==> src/rtl/sfs_pkg.sv <==
package sfs_pkg;
    localparam logic [7:0] ST_INT   = 8'h80;
    localparam logic [7:0] ST_GERR  = 8'h40;
    localparam logic [7:0] ST_PERR  = 8'h20;
    localparam logic [7:0] ST_TC    = 8'h10;
    localparam logic [2:0] PH_OUT   = 3'd0;
    localparam logic [2:0] PH_IN    = 3'd1;
    localparam logic [2:0] PH_STAT  = 3'd3;

    localparam logic [7:0] IC_RESET = 8'h80;
    localparam logic [7:0] IC_DISC  = 8'h20;
    localparam logic [7:0] IC_SVC   = 8'h10;
    localparam logic [7:0] IC_DONE  = 8'h08;

    localparam logic [7:0] SQ_IDLE  = 8'h00;
    localparam logic [7:0] SQ_CMD   = 8'h04;
    localparam logic [7:0] CHIP_ID  = 8'h04;

    localparam int A_LEN_LO = 0;
    localparam int A_LEN_HI = 1;
    localparam int A_FIFO   = 2;
    localparam int A_STAT   = 4;
    localparam int A_ICAUSE = 5;
    localparam int A_SEQ    = 6;
    localparam int A_FLAGS  = 7;
    localparam int A_CFG    = 8;
    localparam int A_ID     = 14;

    typedef enum logic [0:0] {
        IRQ_IDLE   = 1'b0,
        IRQ_ACTIVE = 1'b1
    } irq_state_t;
endpackage

==> src/rtl/sfs_xfer_buf.sv <==
module sfs_xfer_buf #(
    parameter int DEPTH = 32,
    parameter int DW    = 8
) (
    input  logic                        clk,
    input  logic                        rst_n,
    input  logic                        push,
    input  logic [DW-1:0]               push_data,
    input  logic                        pop,
    input  logic                        load_pair,
    input  logic [DW-1:0]               load_data,
    output logic [DW-1:0]               head,
    output logic [$clog2(DEPTH+1)-1:0]  count
);
    localparam int PW = $clog2(DEPTH + 1);
    localparam int IW = $clog2(DEPTH);

    logic [DW-1:0] mem [DEPTH];
    logic [PW-1:0] rptr;
    logic [PW-1:0] wptr;
    logic          nonempty;

    assign count    = wptr - rptr;
    assign nonempty = (wptr != rptr);
    assign head     = nonempty ? mem[rptr[IW-1:0]] : '0;

    always_ff @(posedge clk) begin
        if (!rst_n) begin
            rptr <= '0;
            wptr <= '0;
        end else if (load_pair) begin
            rptr <= '0;
            wptr <= PW'(2);
        end else if (push && (wptr < PW'(DEPTH))) begin
            wptr <= wptr + 1'b1;
        end else if (pop && nonempty) begin
            if (PW'(rptr + 1'b1) == wptr) begin
                rptr <= '0;
                wptr <= '0;
            end else begin
                rptr <= rptr + 1'b1;
            end
        end
    end

    always_ff @(posedge clk) begin
        if (load_pair) begin
            mem[0] <= load_data;
            mem[1] <= '0;
        end else if (push && (wptr < PW'(DEPTH))) begin
            mem[wptr[IW-1:0]] <= push_data;
        end
    end
endmodule

==> src/rtl/sfs_irq_ctrl.sv <==
module sfs_irq_ctrl
    import sfs_pkg::*;
(
    input  logic clk,
    input  logic rst_n,
    input  logic raise,
    input  logic ack,
    output logic irq
);
    irq_state_t state, state_nx;

    always_comb begin
        state_nx = state;
        unique case (state)
            IRQ_IDLE:   if (raise) state_nx = IRQ_ACTIVE;
            IRQ_ACTIVE: if (ack && !raise) state_nx = IRQ_IDLE;
            default:    state_nx = IRQ_IDLE;
        endcase
    end

    always_ff @(posedge clk) begin
        if (!rst_n) state <= IRQ_IDLE;
        else        state <= state_nx;
    end

    always_comb begin
        irq = (state == IRQ_ACTIVE);
    end
endmodule

==> src/rtl/scsi_status_fifo.sv <==
module scsi_status_fifo
    import sfs_pkg::*;
#(
    parameter int AW    = 6,
    parameter int DEPTH = 32,
    parameter int NTGT  = 8,
    localparam int LW   = $clog2(DEPTH + 1),
    localparam int TW   = $clog2(NTGT)
) (
    input  logic            clk,
    input  logic            rst_n,
    input  logic            reg_rd,
    input  logic            reg_wr,
    input  logic [AW-1:0]   reg_addr,
    input  logic [7:0]      reg_wdata,
    output logic [7:0]      reg_rdata,
    input  logic            ev_select,
    input  logic            ev_cmd_done,
    input  logic            ev_status,
    input  logic            ev_dma_done,
    input  logic            ev_bus_reset,
    input  logic            ev_dir_in,
    input  logic            ev_use_dma,
    input  logic [7:0]      ev_sense,
    input  logic [NTGT-1:0] dev_present,
    output logic [LW-1:0]   cmd_len,
    output logic            irq_o
);
    logic [7:0]    st_q, ic_q, sq_q, fl_q;
    logic [7:0]    len_lo_q, len_hi_q;
    logic [TW-1:0] tgt_id;
    logic          rst_mask;

    logic          rd_fifo, wr_fifo, rd_icause;
    logic          sel_fail;
    logic          any_ev;
    logic          raise;
    logic [7:0]    buf_head;
    logic [LW-1:0] buf_cnt;
    logic [15:0]   len16;

    assign rd_fifo   = reg_rd && (reg_addr == AW'(A_FIFO));
    assign wr_fifo   = reg_wr && (reg_addr == AW'(A_FIFO));
    assign rd_icause = reg_rd && (reg_addr == AW'(A_ICAUSE));
    assign sel_fail  = ev_select && !dev_present[tgt_id];
    assign any_ev    = ev_select | ev_cmd_done | ev_status | ev_dma_done | ev_bus_reset;

    assign raise = sel_fail | ev_cmd_done | ev_status | ev_dma_done
                 | (ev_bus_reset && !rst_mask)
                 | (rd_fifo && (buf_cnt != '0));

    // write bank: only the fields the block decodes are stored
    always_ff @(posedge clk) begin
        if (!rst_n) begin
            len_lo_q <= '0;
            len_hi_q <= '0;
            tgt_id   <= '0;
            rst_mask <= 1'b0;
        end else if (reg_wr) begin
            if (reg_addr == AW'(A_LEN_LO)) len_lo_q <= reg_wdata;
            if (reg_addr == AW'(A_LEN_HI)) len_hi_q <= reg_wdata;
            if (reg_addr == AW'(A_STAT))   tgt_id   <= reg_wdata[TW-1:0];
            if (reg_addr == AW'(A_CFG))    rst_mask <= reg_wdata[6];
        end
    end

    // read bank: loaded by events, acknowledged by reading the cause
    always_ff @(posedge clk) begin
        if (!rst_n) begin
            st_q <= '0;
            ic_q <= '0;
            sq_q <= '0;
            fl_q <= '0;
        end else if (any_ev) begin
            if (sel_fail) begin
                st_q <= ST_INT | {5'b0, PH_OUT};
                ic_q <= IC_DISC;
                sq_q <= SQ_IDLE;
            end else if (ev_cmd_done) begin
                st_q <= ST_INT | ST_TC | {5'b0, (ev_dir_in ? PH_IN : PH_OUT)};
                ic_q <= IC_SVC | IC_DONE;
                sq_q <= SQ_CMD;
            end else if (ev_status) begin
                st_q <= ST_INT | ST_TC | {5'b0, PH_STAT};
                ic_q <= IC_SVC | IC_DONE;
                sq_q <= SQ_CMD;
                if (!ev_use_dma) fl_q <= 8'd2;
            end else if (ev_dma_done) begin
                st_q <= st_q | ST_INT | ST_TC;
                ic_q <= IC_SVC;
                sq_q <= SQ_IDLE;
                fl_q <= '0;
            end else if (ev_bus_reset) begin
                ic_q <= IC_RESET;
            end
        end else if (rd_icause) begin
            st_q <= st_q & ~(ST_INT | ST_GERR | ST_PERR);
        end
    end

    sfs_xfer_buf #(.DEPTH(DEPTH), .DW(8)) u_buf (
        .clk       (clk),
        .rst_n     (rst_n),
        .push      (wr_fifo && !any_ev),
        .push_data (reg_wdata),
        .pop       (rd_fifo && !any_ev),
        .load_pair (ev_status && !ev_use_dma && !ev_select && !ev_cmd_done),
        .load_data (ev_sense),
        .head      (buf_head),
        .count     (buf_cnt)
    );

    sfs_irq_ctrl u_irq (
        .clk   (clk),
        .rst_n (rst_n),
        .raise (raise),
        .ack   (rd_icause),
        .irq   (irq_o)
    );

    always_comb begin
        reg_rdata = '0;
        if (reg_addr == AW'(A_FIFO))        reg_rdata = buf_head;
        else if (reg_addr == AW'(A_STAT))   reg_rdata = st_q;
        else if (reg_addr == AW'(A_ICAUSE)) reg_rdata = ic_q;
        else if (reg_addr == AW'(A_SEQ))    reg_rdata = sq_q;
        else if (reg_addr == AW'(A_FLAGS))  reg_rdata = fl_q;
        else if (reg_addr == AW'(A_ID))     reg_rdata = CHIP_ID;
    end

    assign len16   = {len_hi_q, len_lo_q};
    assign cmd_len = (len16 < 16'(DEPTH)) ? len16[LW-1:0] : LW'(DEPTH);
endmodule

==> config.mk <==
export PLATFORM = sky130hd
export DESIGN_NAME = scsi_status_fifo
export DESIGN_NICKNAME = d
export VERILOG_FILES = /design/src/rtl/sfs_pkg.sv /design/src/rtl/sfs_xfer_buf.sv /design/src/rtl/sfs_irq_ctrl.sv /design/src/rtl/scsi_status_fifo.sv
export SDC_FILE = /design/constraint.sdc
export NUM_CORES = 1
export LEC_CHECK = 0
export BUFFER_PORTS_ARGS = -buffer_cell sky130_fd_sc_hd__buf_2
export CORE_MARGIN = 4
export CORE_UTILIZATION = 55
export CTS_BUF_LIST = sky130_fd_sc_hd__clkbuf_16
export DETAILED_ROUTE_END_ITERATION = 10
export PLACE_DENSITY = 0.77
export SLEW_MARGIN = 20
export SYNTH_ARGS = -nofsm -noshare
export SYNTH_HDL_FRONTEND = slang
export SYNTH_SLANG_ARGS = --single-unit
==> constraint.sdc <==
create_clock -name clk -period 6.55 [get_ports clk]
set_input_delay 0.9825 -clock clk [delete_from_list [all_inputs] [get_ports clk]]
set_output_delay 0.9825 -clock clk [all_outputs]
set_load 0.01 [all_outputs]
==> results.tsv <==
metric	value	unit
status	finished, final reports clean	
synth.area.mux_share	15.0	%
fin_crit	4450	ps
via_per_inst	6.41	
core-area	22100	sq um
synth_edf_count	256	
numCtsBuffers	30	
timing.fmax	225	MHz
crit_fanout	34	
pin_count	56	
worstSkewPairLatency	540	ps
startpoint_type	flip-flop	
postCtsSetupRepairBufs	0	
hpwl	17500	um
syn_area_per_cell	16.6	sq um
fin_crit_sh	67.9	%
die_h	159	um
maxCapViolCount	0	
rows	54	
die_w	159	um
p_leak	4.61	nW
synth_xor_area_share	0.561	%
detail-route-antenna-nets	0	
drive_gt1_share	22.3	%
slew_viol_final	0	
grt_max_degree	52	
wl_per_cell	24.8	um
drt-total-wl	27600	um
start_util	56.6	%
synth_top_family_by_area	multiplexers	
grt.overflow.total	0	
grt_pass1_vias	7268	
place.gp.congestion	0.990	
grt_usage	21.8	%
yosys.area_share.simple	7.99	%
crit_path_end_kind	primary output	
syn_area	12500	sq um
synthAdderAreaFrac	1.00	%
antenna_found_initial	0	
cts_sinks	304	
min_path_type	reg -> reg	
tightest_slew	1140	ps
routed-via-count	7129	
rsz0062_at_grt	false	
worst-setup-path-type	reg -> out	
path_clk_slew	60	ps
dp.cells	1056	
cts_buffer_depth	3	
die-area	25200	sq um
async_reset_ff_share	0	%
area_growth	12.3	%
netlist-cell-type-count	52	
synth_compound_area_share	4.62	%
nets	860	
irDropWorstVdd	0.194	mV
ctsResizeCount	0	
antenna_cells	0	
setup_viol	0	
fin_skew	7.43	ps
holdBufCountCts	0	
cts_max_level	1	
ys_warn_count	0	
setup_tns	0	ps
synth_nets	803	
drt_iter0_drc	725	
dr.pass1.iters	5	
synth_cells	752	
cp.required	5570	ps
fillers	1459	
ys_ff_latch	304	
clockRootBuffer	clkbuf_16	
finalHoldViolCount	0	
p_per_area	281	nW/um^2
drc	0	
instances_no_fill	1113	
cp.arrival	3470	ps
port-buffer-count	55	
ys.flop_type	edfxtp_1	
max_slew_margin	24.1	%
ys_seq_area_share	69.2	%
grt_pass1_wl	43200	um
cts_tree	built	
[metal layers]
layer	vias up	wire length [um]	GRT usage, %
li1	3074	-	-
met1	3611	11100	30.5
met2	391	13800	36.7
met3	53	2100	3.21
met4	0	569	5.13
met5	-	0	0
[cells in the mapped netlist, drive strengths merged (5+ instances only)]
cell type | instances | area share [%]
nand2 | 42 | 1.3
mux4 | 68 | 12
nand3 | 15 | 0.60
clkbuf | 22 | 0.66
buf | 11 | 0.53
nor4 | 5 | 0.30
inv | 15 | 0.45
nor2 | 56 | 1.7
and2 | 17 | 0.86
dfxtp | 48 | 7.7
a21oi | 23 | 0.92
ha | 10 | 1.0
or3 | 5 | 0.25
nor2b | 24 | 1.2
a22oi | 26 | 1.6
mux2i | 22 | 1.8
nor3 | 6 | 0.24
o21ai | 15 | 0.60
xnor2 | 6 | 0.42
mux2 | 8 | 0.96
edfxtp | 256 | 62
[flip-flops by register name, indices dropped and copies added (netlist names), named ones only]
| name | cells |
|---|---|
| u_buf.rptr | 6 |
| u_buf.mem | 256 |
| len_hi_q | 8 |
| u_irq.irq | 1 |
| tgt_id | 3 |
| rst_mask | 1 |
| u_buf.wptr | 6 |
| fl_q | 1 |
| len_lo_q | 8 |
| ic_q | 4 |
| sq_q | 1 |
| st_q | 4 |
[cell type report]
class | count | area [sq um] | share of cell area, %
Clock buffer | 31 | 776 | 5.53
Clock inverter | 25 | 244 | 1.74
Inverter | 15 | 56.3 | 0.401
Multi-Input combinational cell | 400 | 3640 | 26.0
Sequential cell | 304 | 8650 | 61.7
Tap cell | 280 | 350 | 2.50
Timing Repair Buffer | 58 | 310 | 2.21
[cells in the final DEF (no fill, tap or decap), types with 5 or more instances in the layout]
| cell type | instances |
|---|---|
| nor2_1 | 56 |
| mux2i_1 | 22 |
| nor3_1 | 6 |
| edfxtp_1 | 256 |
| dfxtp_1 | 46 |
| ha_1 | 10 |
| clkinv_2 | 5 |
| o21ai_0 | 14 |
| clkinv_1 | 9 |
| clkbuf_16 | 31 |
| mux4_2 | 68 |
| bufinv_16 | 5 |
| xnor2_1 | 6 |
| a21oi_1 | 23 |
| a22oi_1 | 26 |
| nor2b_1 | 24 |
| mux2_4 | 8 |
| buf_2 | 55 |
| and2_1 | 16 |
| inv_1 | 18 |
| nand3_1 | 15 |
| or3_1 | 5 |
| nand2_1 | 41 |
[worst max-delay path: stages (launching register included)]
cell,delay (ps)
dfxtp_2,920
buf_4,550
mux4_2,380
a22oi_1,240
a21oi_1,180
a21oi_1,280
o21ai_0,170
buf_2,170
[report_power, final]
| group | switching [mW] | internal, mW | total [mW] |
|---|---|---|---|
| clock | 0.706 | 1.05 | 1.76 |
| sequential | 0.00513 | 2.10 | 2.11 |
| combinational | 0.0594 | 0.0272 | 0.0865 |
[stage by stage]
step                utilization [%]  instance area [sq um]  power [mW]  hold slack, ps  setup WS, ps
floorplan                         -                  12500        2.18             425          3470
global placement               58.8                  13000        2.23             437          2580
detailed placement             58.8                  13000        2.23             442          2570
CTS                            63.4                  14000        3.97             452          1960
global route                   63.5                  14000        4.06             475          1980
finish                         63.5                  14000        3.95             452          2100
[worst paths after layout]
| path | startpoint | end | slack [ps] | depth (start not counted) |
|---|---|---|---|---|
| worst min-delay path | st_q[4] | st_q[4] | 450 | 2 |
| worst min register to register | st_q[4] | st_q[4] | 450 | 2 |
| worst max register to register | u_buf.wptr[3] | u_buf.wptr[2] | 3840 | 6 |
| worst max-delay path | flip-flop | reg_rdata[7] | 2100 | 7 |
[cells by family after synthesis]
logic type / Yosys count
AOI/OAI and AO/OA: 88
DFF: 304
muxes: 98
adders and majority gates: 10
and+or+nand+nor: 196
buffers and inverters: 48
xor gates and xnor gates: 8
Note: power is estimated with default switching activity, not from simulation.
